**src/rtl/alloc_pkg.sv**
```systemverilog
// Package: shared types for the stream-to-line allocator.
// Assumes nothing beyond standard SystemVerilog.
package alloc_pkg;

    // Outcome of one allocation decision.
    typedef enum logic [1:0] {
        DEC_HIT   = 2'd0,
        DEC_FILL  = 2'd1,
        DEC_EVICT = 2'd2
    } alloc_dec_e;

endpackage

```
**src/rtl/line_lookup.sv**
```systemverilog
// Module: line_lookup
// Compares the requested flow ID against the flow held by every line, in
// parallel. Produces a vector of busy lines that match and a vector of free
// lines. Assumes at most one busy line holds any given flow ID.
module line_lookup #(
    parameter int NUM_LINES = 16,
    parameter int FLOW_W    = 16
) (
    input  logic [NUM_LINES-1:0]             busy,
    input  logic [NUM_LINES-1:0][FLOW_W-1:0] line_flow,
    input  logic [FLOW_W-1:0]                req_flow,
    output logic [NUM_LINES-1:0]             match_vec,
    output logic [NUM_LINES-1:0]             free_vec
);

    for (genvar g = 0; g < NUM_LINES; g++) begin : g_cmp
        // Per-line match and free detection.
        always_comb begin
            match_vec[g] = busy[g] && (line_flow[g] == req_flow);
            free_vec[g]  = !busy[g];
        end
    end

endmodule

```
**src/rtl/lowest_pick.sv**
```systemverilog
// Module: lowest_pick
// Priority encoder that returns the lowest set index of a vector.
// Assumes the index output is ignored when found is 0.
module lowest_pick #(
    parameter int NUM_LINES = 16,
    localparam int IDX_W = (NUM_LINES > 1) ? $clog2(NUM_LINES) : 1
) (
    input  logic [NUM_LINES-1:0] vec,
    output logic                 found,
    output logic [IDX_W-1:0]     idx
);

    // Scan from the top down so that the lowest set bit is written last.
    always_comb begin
        found = 1'b0;
        idx   = '0;
        for (int i = NUM_LINES - 1; i >= 0; i--) begin
            if (vec[i]) begin
                found = 1'b1;
                idx   = IDX_W'(i);
            end
        end
    end

endmodule

```
**src/rtl/oldest_pick.sv**
```systemverilog
// Module: oldest_pick
// Finds the line with the largest age. On a tie the lowest index wins.
// Assumes it is consulted only when every line is busy.
module oldest_pick #(
    parameter int NUM_LINES = 16,
    parameter int AGE_W     = 8,
    localparam int IDX_W = (NUM_LINES > 1) ? $clog2(NUM_LINES) : 1
) (
    input  logic [NUM_LINES-1:0][AGE_W-1:0] age,
    output logic [IDX_W-1:0]                idx
);

    logic [AGE_W-1:0] best;

    // Linear scan; a strictly greater age is needed to replace the current best.
    always_comb begin
        best = age[0];
        idx  = '0;
        for (int i = 1; i < NUM_LINES; i++) begin
            if (age[i] > best) begin
                best = age[i];
                idx  = IDX_W'(i);
            end
        end
    end

endmodule

```
**src/rtl/line_state.sv**
```systemverilog
// Module: line_state
// Holds the busy flag, the owning flow ID and the saturating age counter of
// every line. On an update all ages step up except the selected line, which
// is cleared and takes on the new flow. A release clears a busy flag unless
// the same line is being assigned in the same cycle.
module line_state #(
    parameter int NUM_LINES = 16,
    parameter int FLOW_W    = 16,
    parameter int AGE_W     = 8,
    localparam int IDX_W = (NUM_LINES > 1) ? $clog2(NUM_LINES) : 1
) (
    input  logic                             clk,
    input  logic                             rst_n,
    input  logic                             upd,
    input  logic [IDX_W-1:0]                 sel_line,
    input  logic [FLOW_W-1:0]                new_flow,
    input  logic                             rel,
    input  logic [IDX_W-1:0]                 rel_line,
    output logic [NUM_LINES-1:0]             busy,
    output logic [NUM_LINES-1:0][FLOW_W-1:0] line_flow,
    output logic [NUM_LINES-1:0][AGE_W-1:0]  age
);

    localparam logic [AGE_W-1:0] AGE_MAX = '1;

    for (genvar g = 0; g < NUM_LINES; g++) begin : g_line
        logic chosen;
        logic released;

        // Decode whether this line is targeted this cycle.
        always_comb begin
            chosen   = upd && (sel_line == IDX_W'(g));
            released = rel && (rel_line == IDX_W'(g));
        end

        // Busy flag: assignment takes precedence over release.
        always_ff @(posedge clk) begin
            if (!rst_n)        busy[g] <= 1'b0;
            else if (chosen)   busy[g] <= 1'b1;
            else if (released) busy[g] <= 1'b0;
        end

        // Owning flow ID, written on assignment.
        always_ff @(posedge clk) begin
            if (!rst_n)      line_flow[g] <= '0;
            else if (chosen) line_flow[g] <= new_flow;
        end

        // Age counter: clear when chosen, else saturating increment per request.
        always_ff @(posedge clk) begin
            if (!rst_n)               age[g] <= '0;
            else if (chosen)          age[g] <= '0;
            else if (upd && age[g] != AGE_MAX) age[g] <= age[g] + 1'b1;
        end
    end

endmodule

```
**src/rtl/stream_line_alloc.sv**
```systemverilog
// Module: stream_line_alloc (top)
// Maps each packet start onto one of NUM_LINES engine lines. A resident flow
// reuses its line, a new flow takes the lowest free line, and otherwise the
// least recently used line is evicted and reported. Registered response one
// cycle after the request. Assumes upstream never presents a flow ID that
// two busy lines hold, which this block never creates itself.
module stream_line_alloc #(
    parameter int NUM_LINES = 16,
    parameter int FLOW_W    = 16,
    parameter int AGE_W     = 8,
    localparam int IDX_W = (NUM_LINES > 1) ? $clog2(NUM_LINES) : 1
) (
    input  logic              clk,
    input  logic              rst_n,
    input  logic              req_valid,
    input  logic [FLOW_W-1:0] req_flow,
    input  logic              end_valid,
    input  logic [IDX_W-1:0]  end_line,
    output logic              rsp_valid,
    output logic [IDX_W-1:0]  rsp_line,
    output logic              rsp_hit,
    output logic              rsp_evict,
    output logic [FLOW_W-1:0] rsp_evict_flow
);

    import alloc_pkg::*;

    logic [NUM_LINES-1:0]             busy_q;
    logic [NUM_LINES-1:0][FLOW_W-1:0] flow_q;
    logic [NUM_LINES-1:0][AGE_W-1:0]  age_q;
    logic [NUM_LINES-1:0]             match_vec;
    logic [NUM_LINES-1:0]             free_vec;
    logic                             hit_found;
    logic                             free_found;
    logic [IDX_W-1:0]                 hit_idx;
    logic [IDX_W-1:0]                 free_idx;
    logic [IDX_W-1:0]                 old_idx;
    alloc_dec_e                       dec;
    logic [IDX_W-1:0]                 dec_line;

    line_lookup #(.NUM_LINES(NUM_LINES), .FLOW_W(FLOW_W)) lookup_i (
        .busy      (busy_q),
        .line_flow (flow_q),
        .req_flow  (req_flow),
        .match_vec (match_vec),
        .free_vec  (free_vec)
    );

    lowest_pick #(.NUM_LINES(NUM_LINES)) hit_pick_i (
        .vec   (match_vec),
        .found (hit_found),
        .idx   (hit_idx)
    );

    lowest_pick #(.NUM_LINES(NUM_LINES)) free_pick_i (
        .vec   (free_vec),
        .found (free_found),
        .idx   (free_idx)
    );

    oldest_pick #(.NUM_LINES(NUM_LINES), .AGE_W(AGE_W)) old_pick_i (
        .age (age_q),
        .idx (old_idx)
    );

    // Choose the outcome: hit first, then a free line, then eviction.
    always_comb begin
        if (hit_found) begin
            dec      = DEC_HIT;
            dec_line = hit_idx;
        end else if (free_found) begin
            dec      = DEC_FILL;
            dec_line = free_idx;
        end else begin
            dec      = DEC_EVICT;
            dec_line = old_idx;
        end
    end

    line_state #(.NUM_LINES(NUM_LINES), .FLOW_W(FLOW_W), .AGE_W(AGE_W)) state_i (
        .clk       (clk),
        .rst_n     (rst_n),
        .upd       (req_valid),
        .sel_line  (dec_line),
        .new_flow  (req_flow),
        .rel       (end_valid),
        .rel_line  (end_line),
        .busy      (busy_q),
        .line_flow (flow_q),
        .age       (age_q)
    );

    // Response valid pulse, one per request.
    always_ff @(posedge clk) begin
        if (!rst_n) rsp_valid <= 1'b0;
        else        rsp_valid <= req_valid;
    end

    // Response payload, captured only when a request is decided.
    always_ff @(posedge clk) begin
        if (!rst_n) begin
            rsp_line       <= '0;
            rsp_hit        <= 1'b0;
            rsp_evict      <= 1'b0;
            rsp_evict_flow <= '0;
        end else if (req_valid) begin
            rsp_line       <= dec_line;
            rsp_hit        <= (dec == DEC_HIT);
            rsp_evict      <= (dec == DEC_EVICT);
            rsp_evict_flow <= (dec == DEC_EVICT) ? flow_q[old_idx] : '0;
        end
    end

endmodule

```
**config.mk**
```make
export PLATFORM = sky130hd
export DESIGN_NAME = stream_line_alloc
export DESIGN_NICKNAME = d
export VERILOG_FILES = /design/src/rtl/alloc_pkg.sv /design/src/rtl/line_lookup.sv /design/src/rtl/lowest_pick.sv /design/src/rtl/oldest_pick.sv /design/src/rtl/line_state.sv /design/src/rtl/stream_line_alloc.sv
export SDC_FILE = /design/constraint.sdc
export NUM_CORES = 2
export LEC_CHECK = 0
export CAP_MARGIN = 20
export CORE_MARGIN = 8
export CORE_UTILIZATION = 50
export DETAILED_ROUTE_END_ITERATION = 12
export HOLD_SLACK_MARGIN = 0.1
export MAX_ROUTING_LAYER = met4
export PLACE_DENSITY = 0.66
export SYNTH_ARGS = -nofsm -noshare
export SYNTH_HDL_FRONTEND = slang
export SYNTH_SLANG_ARGS = --single-unit
```
**constraint.sdc**
```tcl
create_clock -name clk -period 29.4 [get_ports clk]
set_input_delay 2.94 -clock clk [delete_from_list [all_inputs] [get_ports clk]]
set_output_delay 2.94 -clock clk [all_outputs]
set_load 0.1 [all_outputs]
```
### After elaboration in Yosys (flattened, before gate mapping)

Cells that the tools add are included.

| storage, ports and cells | value |
|---|---|
| word-level logic and storage cells | 380 |
| bits in registers | 423 |
| bits of input ports | 24 |
| output and inout bits | 23 |

| operators by class | value |
|---|---|
| bitwise operators | 1 |
| muxes and demuxes | 132 |
| $add $sub $neg | 16 |
| magnitude comparators | 16 |
| reduce and logical (&&, ||, !) cells | 99 |
| equality and inequality tests | 63 |

Operator list:

| cell | count |
|---|---|
| $eq A16 B16 Y1 | 16 |
| $mux W4 | 42 |
| $add A8 B1 Y8 const B | 16 |
| $ne A8 B8 Y1 const B | 16 |
| $gt A8 B8 Y1 | 15 |
| $mux W8 | 14 |
| $mux W1 | 65 |
| $bmux W16 S4 | 1 |
| $eq A4 B4 Y1 const B | 16 |
| $logic_and A1 B1 Y1 | 64 |
| $eq A4 B3 Y1 const B | 8 |
| $mux W16 | 2 |
| $reduce_bool A2 Y1 | 16 |
| $reduce_or A2 Y1 | 16 |
| $eq A4 B2 Y1 const B | 4 |
| $mux W3 | 4 |
| $eq A4 B1 Y1 const B | 2 |
| $logic_not A4 Y1 | 2 |
| $mux W2 | 4 |
| $lt A4 B5 Y1 const B | 1 |
| $eq A2 B2 Y1 const B | 1 |
| $logic_not A2 Y1 | 1 |
| $not A1 Y1 | 1 |

### Depth between registers and ports, before layout

| logic depth | value |
|---|---|
| word-level depth | 35 |
| mapped depth | 181 |
| mapped depth without buffers | 166 |

### By module

From an unflattened synthesis, not the netlist that was laid out.

| unflattened totals | value |
|---|---|
| cells, all modules | 3,449 |
| area, all modules | 28,873.9 um^2 |

By module, submodules not included:

| module | cells each | instances | area each (um^2) | seq. area each (um^2) |
|---|---|---|---|---|
| line_state | 1,943 | 1 | 16,666.0 | 8,007.7 |
| oldest_pick | 795 | 1 | 5,660.4 | 0.0 |
| line_lookup | 400 | 1 | 3,271.9 | 0.0 |
| stream_line_alloc | 245 | 1 | 2,917.8 | 460.4 |
| lowest_pick | 33 | 2 | 178.9 | 0.0 |

### Least setup slack after synthesis

Ideal clock, no wire load.

| timing | value |
|---|---|
| path type | register to register |
| start point | reg state_i.age[1] in the netlist's numbering |
| end point | reg state_i.line_flow[110] in the netlist's numbering |
| setup time | 0.074 ns |
| cell stages (with the launch flop) | 172 |
| arrival time | 29.821 ns |
| period minus slack after synthesis | 29.895 ns |
| path buffers | 14 |
| setup slack | -0.495 ns |
| data required time | 29.326 ns |
| cells stage by stage | dfxtp_1 -> inv_1 -> ha_1 -> nor2b_1 -> o211ai_2 -> a21oi_2 -> o22ai_1 -> mux2i_1 -> ha_1 -> a21oi_1 -> o21ai_1 -> a21o_1 -> nor3_1 -> nor4_2 -> o31ai_2 -> clkbuf_1 -> nor2_1 -> a21oi_1 -> (+136 left out) -> clkbuf_1 -> mux2_2 -> ha_1 -> nor2b_1 -> o21a_1 -> o21ai_0 -> nand2b_1 -> a21oi_1 -> o21ai_0 -> o21ai_0 -> nand2b_1 -> nor4_1 -> nand4_1 -> a21boi_0 -> nor3_4 -> nor4_4 -> buf_4 -> mux2i_1 |

| on the way | value |
|---|---|
| cells in the longest elaborated chain, start to end | 34 |
| elaborated cells between the ends (all ways) | 48 |
| those cells by class | order compare (15); eq/ne (1); mux (31); reduce/logical (1) |

Ends and longest elaborated chain:

| item | RTL line | RTL |
|---|---|---|
| start: declaration | line_state.sv:21 | `output logic [NUM_LINES-1:0][AGE_W-1:0] age` |
| start signal: indexed assignment | line_state.sv:51 | `if (!rst_n) age[g] <= '0;` |
| start signal: indexed assignment | line_state.sv:52 | `else if (chosen) age[g] <= '0;` |
| $gt A8 B8 Y1 | oldest_pick.sv:20 | `if (age[i] > best) begin` |
| $mux W8 | oldest_pick.sv:20 |  |
| $gt A8 B8 Y1 | oldest_pick.sv:20 |  |
| $mux W8 | oldest_pick.sv:20 |  |
| $gt A8 B8 Y1 | oldest_pick.sv:20 |  |
| $mux W8 | oldest_pick.sv:20 |  |
| $gt A8 B8 Y1 | oldest_pick.sv:20 |  |
| $mux W8 | oldest_pick.sv:20 |  |
| (+18 left out) | -- |  |
| $gt A8 B8 Y1 | oldest_pick.sv:20 |  |
| $mux W8 | oldest_pick.sv:20 |  |
| $gt A8 B8 Y1 | oldest_pick.sv:20 |  |
| $mux W4 (*) | oldest_pick.sv:20 |  |
| $mux W4 (*) | stream_line_alloc.sv:71 | `end else if (free_found) begin` |
| $mux W4 (*) | stream_line_alloc.sv:68 | `if (hit_found) begin` |
| $eq A4 B3 Y1 (*) | line_state.sv:32 | `chosen = upd && (sel_line == IDX_W'(g));` |
| $logic_and A1 B1 Y1 (*) | line_state.sv:32 |  |
| end signal: indexed assignment | line_state.sv:46 | `else if (chosen) line_flow[g] <= new_flow;` |
| end: declaration | line_state.sv:20 | `output logic [NUM_LINES-1:0][FLOW_W-1:0] line_flow,` |

Mark *: on every way between the ends. The rest lies on a longest branch, timed or not.
A chain may end at the register's enable or synchronous reset.

### Worst setup path in the final report

| timing | value |
|---|---|
| start point | reg state_i.age[1] in the netlist's numbering |
| end point | reg rsp_evict_flow[5] |

| on the way | value |
|---|---|
| cells in the longest elaborated chain, start to end | 33 |
| elaborated cells between the ends (all ways) | 47 |
| those cells by class | order compare (15); mux (32) |

Ends and longest elaborated chain:

| item | RTL line | RTL |
|---|---|---|
| $gt A8 B8 Y1 | oldest_pick.sv:20 |  |
| $mux W8 | oldest_pick.sv:20 |  |
| $gt A8 B8 Y1 | oldest_pick.sv:20 |  |
| $mux W8 | oldest_pick.sv:20 |  |
| $gt A8 B8 Y1 | oldest_pick.sv:20 |  |
| $mux W8 | oldest_pick.sv:20 |  |
| $gt A8 B8 Y1 | oldest_pick.sv:20 |  |
| $mux W8 | oldest_pick.sv:20 |  |
| (+17 left out) | -- |  |
| $mux W8 | oldest_pick.sv:20 |  |
| $gt A8 B8 Y1 | oldest_pick.sv:20 |  |
| $mux W8 | oldest_pick.sv:20 |  |
| $gt A8 B8 Y1 | oldest_pick.sv:20 |  |
| $mux W4 (*) | oldest_pick.sv:20 |  |
| $bmux W16 S4 (*) | stream_line_alloc.sv:110 | `rsp_evict_flow <= (dec == DEC_EVICT) ? flow_q[old_idx] : '0;` |
| $mux W16 (not written as such) (*) | stream_line_alloc.sv:110 |  |
| $mux W16 (*) | stream_line_alloc.sv:110 |  |
| end signal: assignment | stream_line_alloc.sv:110 |  |
| end: declaration | stream_line_alloc.sv:23 | `output logic [FLOW_W-1:0] rsp_evict_flow` |

Mark *: on every way between the ends. The rest lies on a longest branch, timed or not. The select of a mux whose other input is x is not followed.

==> report_table.html <==
<table>
<tr><th>Metric</th><th>Value</th></tr>
<tr><th colspan="2">Setup path</th></tr>
<tr><td>Peak per-stage delay on the critical path</td><td>approximately 0.62 ns</td></tr>
<tr><td>Critical path class</td><td>flip-flop to flip-flop</td></tr>
<tr><td>Kind of launch point of the worst setup path</td><td>flip-flop</td></tr>
<tr><td>Worst path arrival time</td><td>just under 30 ns</td></tr>
<tr><td>Depth of the worst register-to-register path</td><td>158</td></tr>
<tr><td>CP max FO</td><td>12</td></tr>
<tr><td>Cell at the slowest stage of the critical path</td><td>sky130_fd_sc_hd__a221oi_1</td></tr>
<tr><td>Required @ worst endpoint</td><td>29.97 ns</td></tr>
<tr><td>Crit end category</td><td>flip-flop</td></tr>
<tr><td>Worst reg2reg endpoint</td><td>rsp_evict_flow[5]</td></tr>
<tr><td>Reg2reg start</td><td>state_i.age[1]</td></tr>
<tr><td>Worst setup path startpoint</td><td>state_i.age[1]</td></tr>
<tr><td>Setup slack on the worst flop-to-flop path</td><td>1.15 ns</td></tr>
<tr><td>Cell mode on critical path</td><td>sky130_fd_sc_hd__ha_1</td></tr>
<tr><th colspan="2">Synth</th></tr>
<tr><td>Number of synthesized flops with an enable pin</td><td>0</td></tr>
<tr><td>Post-synthesis register bit count</td><td>roughly 420</td></tr>
<tr><td>Leading cell types by total area after synthesis</td><td>sky130_fd_sc_hd__dfxtp_1, sky130_fd_sc_hd__mux2i_1, sky130_fd_sc_hd__xnor2_1</td></tr>
<tr><td>Fraction of the yosys area taken by sequential cells</td><td>0.303</td></tr>
<tr><td>Share of Yosys cell area claimed by the top area cell type</td><td>0.303</td></tr>
<tr><td>Most area-hungry cell type in the Yosys netlist</td><td>sky130_fd_sc_hd__dfxtp_1</td></tr>
<tr><td>Gate count after technology mapping</td><td>around 3,300</td></tr>
<tr><td>Post-synth ARST share</td><td>0</td></tr>
<tr><td>Synth cell types</td><td>92</td></tr>
<tr><td>Number of warnings reported in the yosys synthesis log</td><td>0</td></tr>
<tr><td>Post-synthesis area per instance</td><td>between 8 and 9 sq um</td></tr>
<tr><td>Total nets after synthesis</td><td>3,443</td></tr>
<tr><td>Post-synth top flop</td><td>sky130_fd_sc_hd__dfxtp_1</td></tr>
<tr><td>Netlist area before placement</td><td>0.0280 sq mm</td></tr>
<tr><th colspan="2">Placed design</th></tr>
<tr><td>Cell area reported after detailed placement</td><td>0.0293 sq mm</td></tr>
<tr><td>Number of port buffers</td><td>46</td></tr>
<tr><td>Gpl congestion</td><td>0.986</td></tr>
<tr><td>Detailed placer's ending HPWL</td><td>about 69,000 microns</td></tr>
<tr><th colspan="2">Timing</th></tr>
<tr><td>Count of final hold-check violations</td><td>0</td></tr>
<tr><td>Slew Limit Fails</td><td>0</td></tr>
<tr><td>Peak clock frequency supported by timing</td><td>35.4 MHz</td></tr>
<tr><td>Total setup violations reported at the end of the flow</td><td>0</td></tr>
<tr><td>Total negative slack for setup checks</td><td>0 ns</td></tr>
<tr><td>Minimum clock period</td><td>28.25 ns</td></tr>
<tr><td>Final worst path period share</td><td>0.961</td></tr>
<tr><td>Slew at the pin closest to its max-slew limit</td><td>about 1.1 ns</td></tr>
<tr><td>Worst relative slew slack</td><td>0.269</td></tr>
<tr><td>Final worst clock skew</td><td>0.0390 ns</td></tr>
<tr><th colspan="2">Layout</th></tr>
<tr><td>Utilization after layout</td><td>0.592</td></tr>
<tr><td>Leading cell types in the layout, fill and taps excluded</td><td>sky130_fd_sc_hd__nand2_1, sky130_fd_sc_hd__dfxtp_1, sky130_fd_sc_hd__mux2i_1</td></tr>
<tr><td>Area added between synthesis and finish</td><td>16.8%</td></tr>
<tr><td>Post-layout nets</td><td>3,526</td></tr>
<tr><td>Diodes inserted</td><td>0</td></tr>
<tr><td>Share of layout cells above drive strength 1</td><td>0.135</td></tr>
<tr><td>Most common cell after layout, fill and taps aside</td><td>sky130_fd_sc_hd__nand2_1</td></tr>
<tr><td>Finished Cell Area</td><td>around 0.033 sq mm</td></tr>
<tr><td>Number of filler cells placed in the layout</td><td>4,901</td></tr>
<tr><th colspan="2">Global route</th></tr>
<tr><td>First-pass GRT wire length</td><td>145,000 microns</td></tr>
<tr><td>Number of antenna violations at the first check in global routing</td><td>0</td></tr>
<tr><td>Pin count of the biggest net entering global routing</td><td>127</td></tr>
<tr><td>Global-route congestion overflow total</td><td>0</td></tr>
<tr><td>Via count of the first global-routing pass</td><td>24,400</td></tr>
<tr><td>GRT Util Overall</td><td>0.297</td></tr>
<tr><th colspan="2">Run</th></tr>
<tr><td>Max-Cap Viols</td><td>0</td></tr>
<tr><th colspan="2">Floorplan</th></tr>
<tr><td>Starting Density</td><td>0.507</td></tr>
<tr><td>Core region area</td><td>0.0552 sq mm</td></tr>
<tr><td>Die Y-Extent</td><td>around 250 microns</td></tr>
<tr><td>Std cell rows</td><td>86</td></tr>
<tr><td>Area of the die</td><td>0.0637 sq mm</td></tr>
<tr><td>Horizontal die dimension</td><td>between 200 and 300 microns</td></tr>
<tr><td>Top Ports</td><td>47</td></tr>
<tr><th colspan="2">Clocking</th></tr>
<tr><td>TritonCTS clock tree</td><td>yes</td></tr>
<tr><td>CTS sink cnt</td><td>~420</td></tr>
<tr><td>Worst-skew pair later-pin latency</td><td>0.64 ns</td></tr>
<tr><td>CTS clk-pin slew, worst paths</td><td>0.06 ns</td></tr>
<tr><td>H-tree levels</td><td>2</td></tr>
<tr><td>Number of buffers inserted for hold repair after clock tree synthesis</td><td>0</td></tr>
<tr><td>CTS max path bufs</td><td>3</td></tr>
<tr><td>TritonCTS buffer count</td><td>49</td></tr>
<tr><td>Clock tree root driver cell</td><td>sky130_fd_sc_hd__clkbuf_16</td></tr>
<tr><th colspan="2">Worst hold path</th></tr>
<tr><td>Classification of the worst-slack hold path</td><td>flip-flop to flip-flop</td></tr>
<tr><td>Source of the worst hold timing path</td><td>rsp_evict_flow[11]</td></tr>
<tr><td>Min-Delay Endpoint</td><td>rsp_evict_flow[11]</td></tr>
<tr><td>Hold Path Depth</td><td>2</td></tr>
<tr><th colspan="2">Drt</th></tr>
<tr><td>Post-route antenna net violation count</td><td>0</td></tr>
<tr><td>Initial drt markers</td><td>about 2,000</td></tr>
<tr><td>Vias after detailed routing</td><td>25,400</td></tr>
<tr><td>Remaining DRCs</td><td>0</td></tr>
<tr><td>Via density</td><td>6.09</td></tr>
<tr><td>Count of TritonRoute iterations in the first routing pass</td><td>5</td></tr>
<tr><td>Final wirelength</td><td>between 90,000 and 100,000 microns</td></tr>
<tr><td>Detail-routed net length per standard cell</td><td>approximately 24 microns</td></tr>
<tr><th colspan="2">Outcome</th></tr>
<tr><td>Run status</td><td>completed</td></tr>
</table>
worst max-delay path, delay by kind of cell (launching register included):
kind,cells,cell delay [ns]
multiplexers,11,3.25
AO/OA/AOI/OAI,64,11.36
adder cells (fa/ha/maj),16,4.25
flip-flops,1,0.34
buffers and inverters,22,2.73
AND/OR/NAND/NOR,45,6.26
layer usage:
layer	vias up	GRT usage	wire, microns
li1	11800	-	-
met5	-	-	0
met1	12400	0.362	41000
met2	975	0.483	46000
met3	251	0.0365	6080
met4	0	0.143	5090
state kept, by name, summed over array words and instances, names as in the netlist:
name,count
rsp_hit,1
rsp_line,4
rsp_evict,1
state_i.busy,16
state_i.line_flow,256
state_i.age,128
rsp_valid,1
rsp_evict_flow,16
worst max-delay path by stage:
stage / endpoint / slack (ns)
2_1_floorplan: state_i.line_flow[110] / 0.13
3_5_place_dp: state_i.line_flow[92] / -1.13
5_1_grt: state_i.line_flow[13] / -0.34
6_report: rsp_evict_flow[5] / 1.15
4_1_cts: state_i.line_flow[149] / 0.003
3_3_place_gp: state_i.line_flow[84] / -0.15
synthesized netlist by cell type (all sizes together) (5+ instances only):
library cell	number
a211o	5
a211oi	9
a21boi	7
a21o	31
a21oi	86
a221oi	26
a31oi	33
a32oi	12
and2	6
and3	72
and4	9
buf	50
clkbuf	144
dfxtp	423
ha	124
inv	125
mux2	44
mux2i	407
nand2	502
nand2b	32
nand3	125
nand3b	7
nand4	86
nand4b	7
nand4bb	17
nor2	143
nor2b	18
nor3	101
nor4	52
o211ai	11
o21a	28
o21ai	85
o21bai	5
o31a	5
o31ai	14
o41ai	5
or2	9
or3	7
or4	7
or4bb	5
xnor2	216
xor2	149
cell type report:
class                           count  area [sq um]  share of cell area
Tap cell                          748           936              0.0286
Clock inverter                     22           299             0.00915
Inverter                          126           473              0.0145
Timing Repair Buffer              221          2150              0.0657
Clock buffer                       69          1410              0.0432
Sequential cell                   423          8470               0.259
Multi-Input combinational cell   2557         18900               0.580
through the flow:
step	instances	setup slack (ns)	hold slack [ns]
after floorplan	3295	0.131	0.459
after global placement	3984	-0.147	0.453
after detailed placement	3986	-1.13	0.446
after CTS	4093	0.00291	0.468
after global routing	4166	-0.340	0.480
final	4166	1.15	0.474
kinds of logic after synthesis:
| group | after synthesis | share of synthesized area |
|---|---|---|
| mux | 451 | 0.164 |
| fa+ha+maj | 128 | 0.0570 |
| xor+xnor | 365 | 0.114 |
| flops | 423 | 0.303 |
| simple gates | 1214 | 0.216 |
| buf+inv | 320 | 0.0481 |
| compound gates | 394 | 0.0977 |
what timing repair did:
item	CTS	global route
pin swaps	10	77
resized for setup	31	204
buffers inserted	15	59
setup endpoints to repair	417	420
gates cloned	1	14
Power is left out: the tool's default activity adds up to more than one toggle a clock period on the data nets, which glitch-free logic cannot reach.
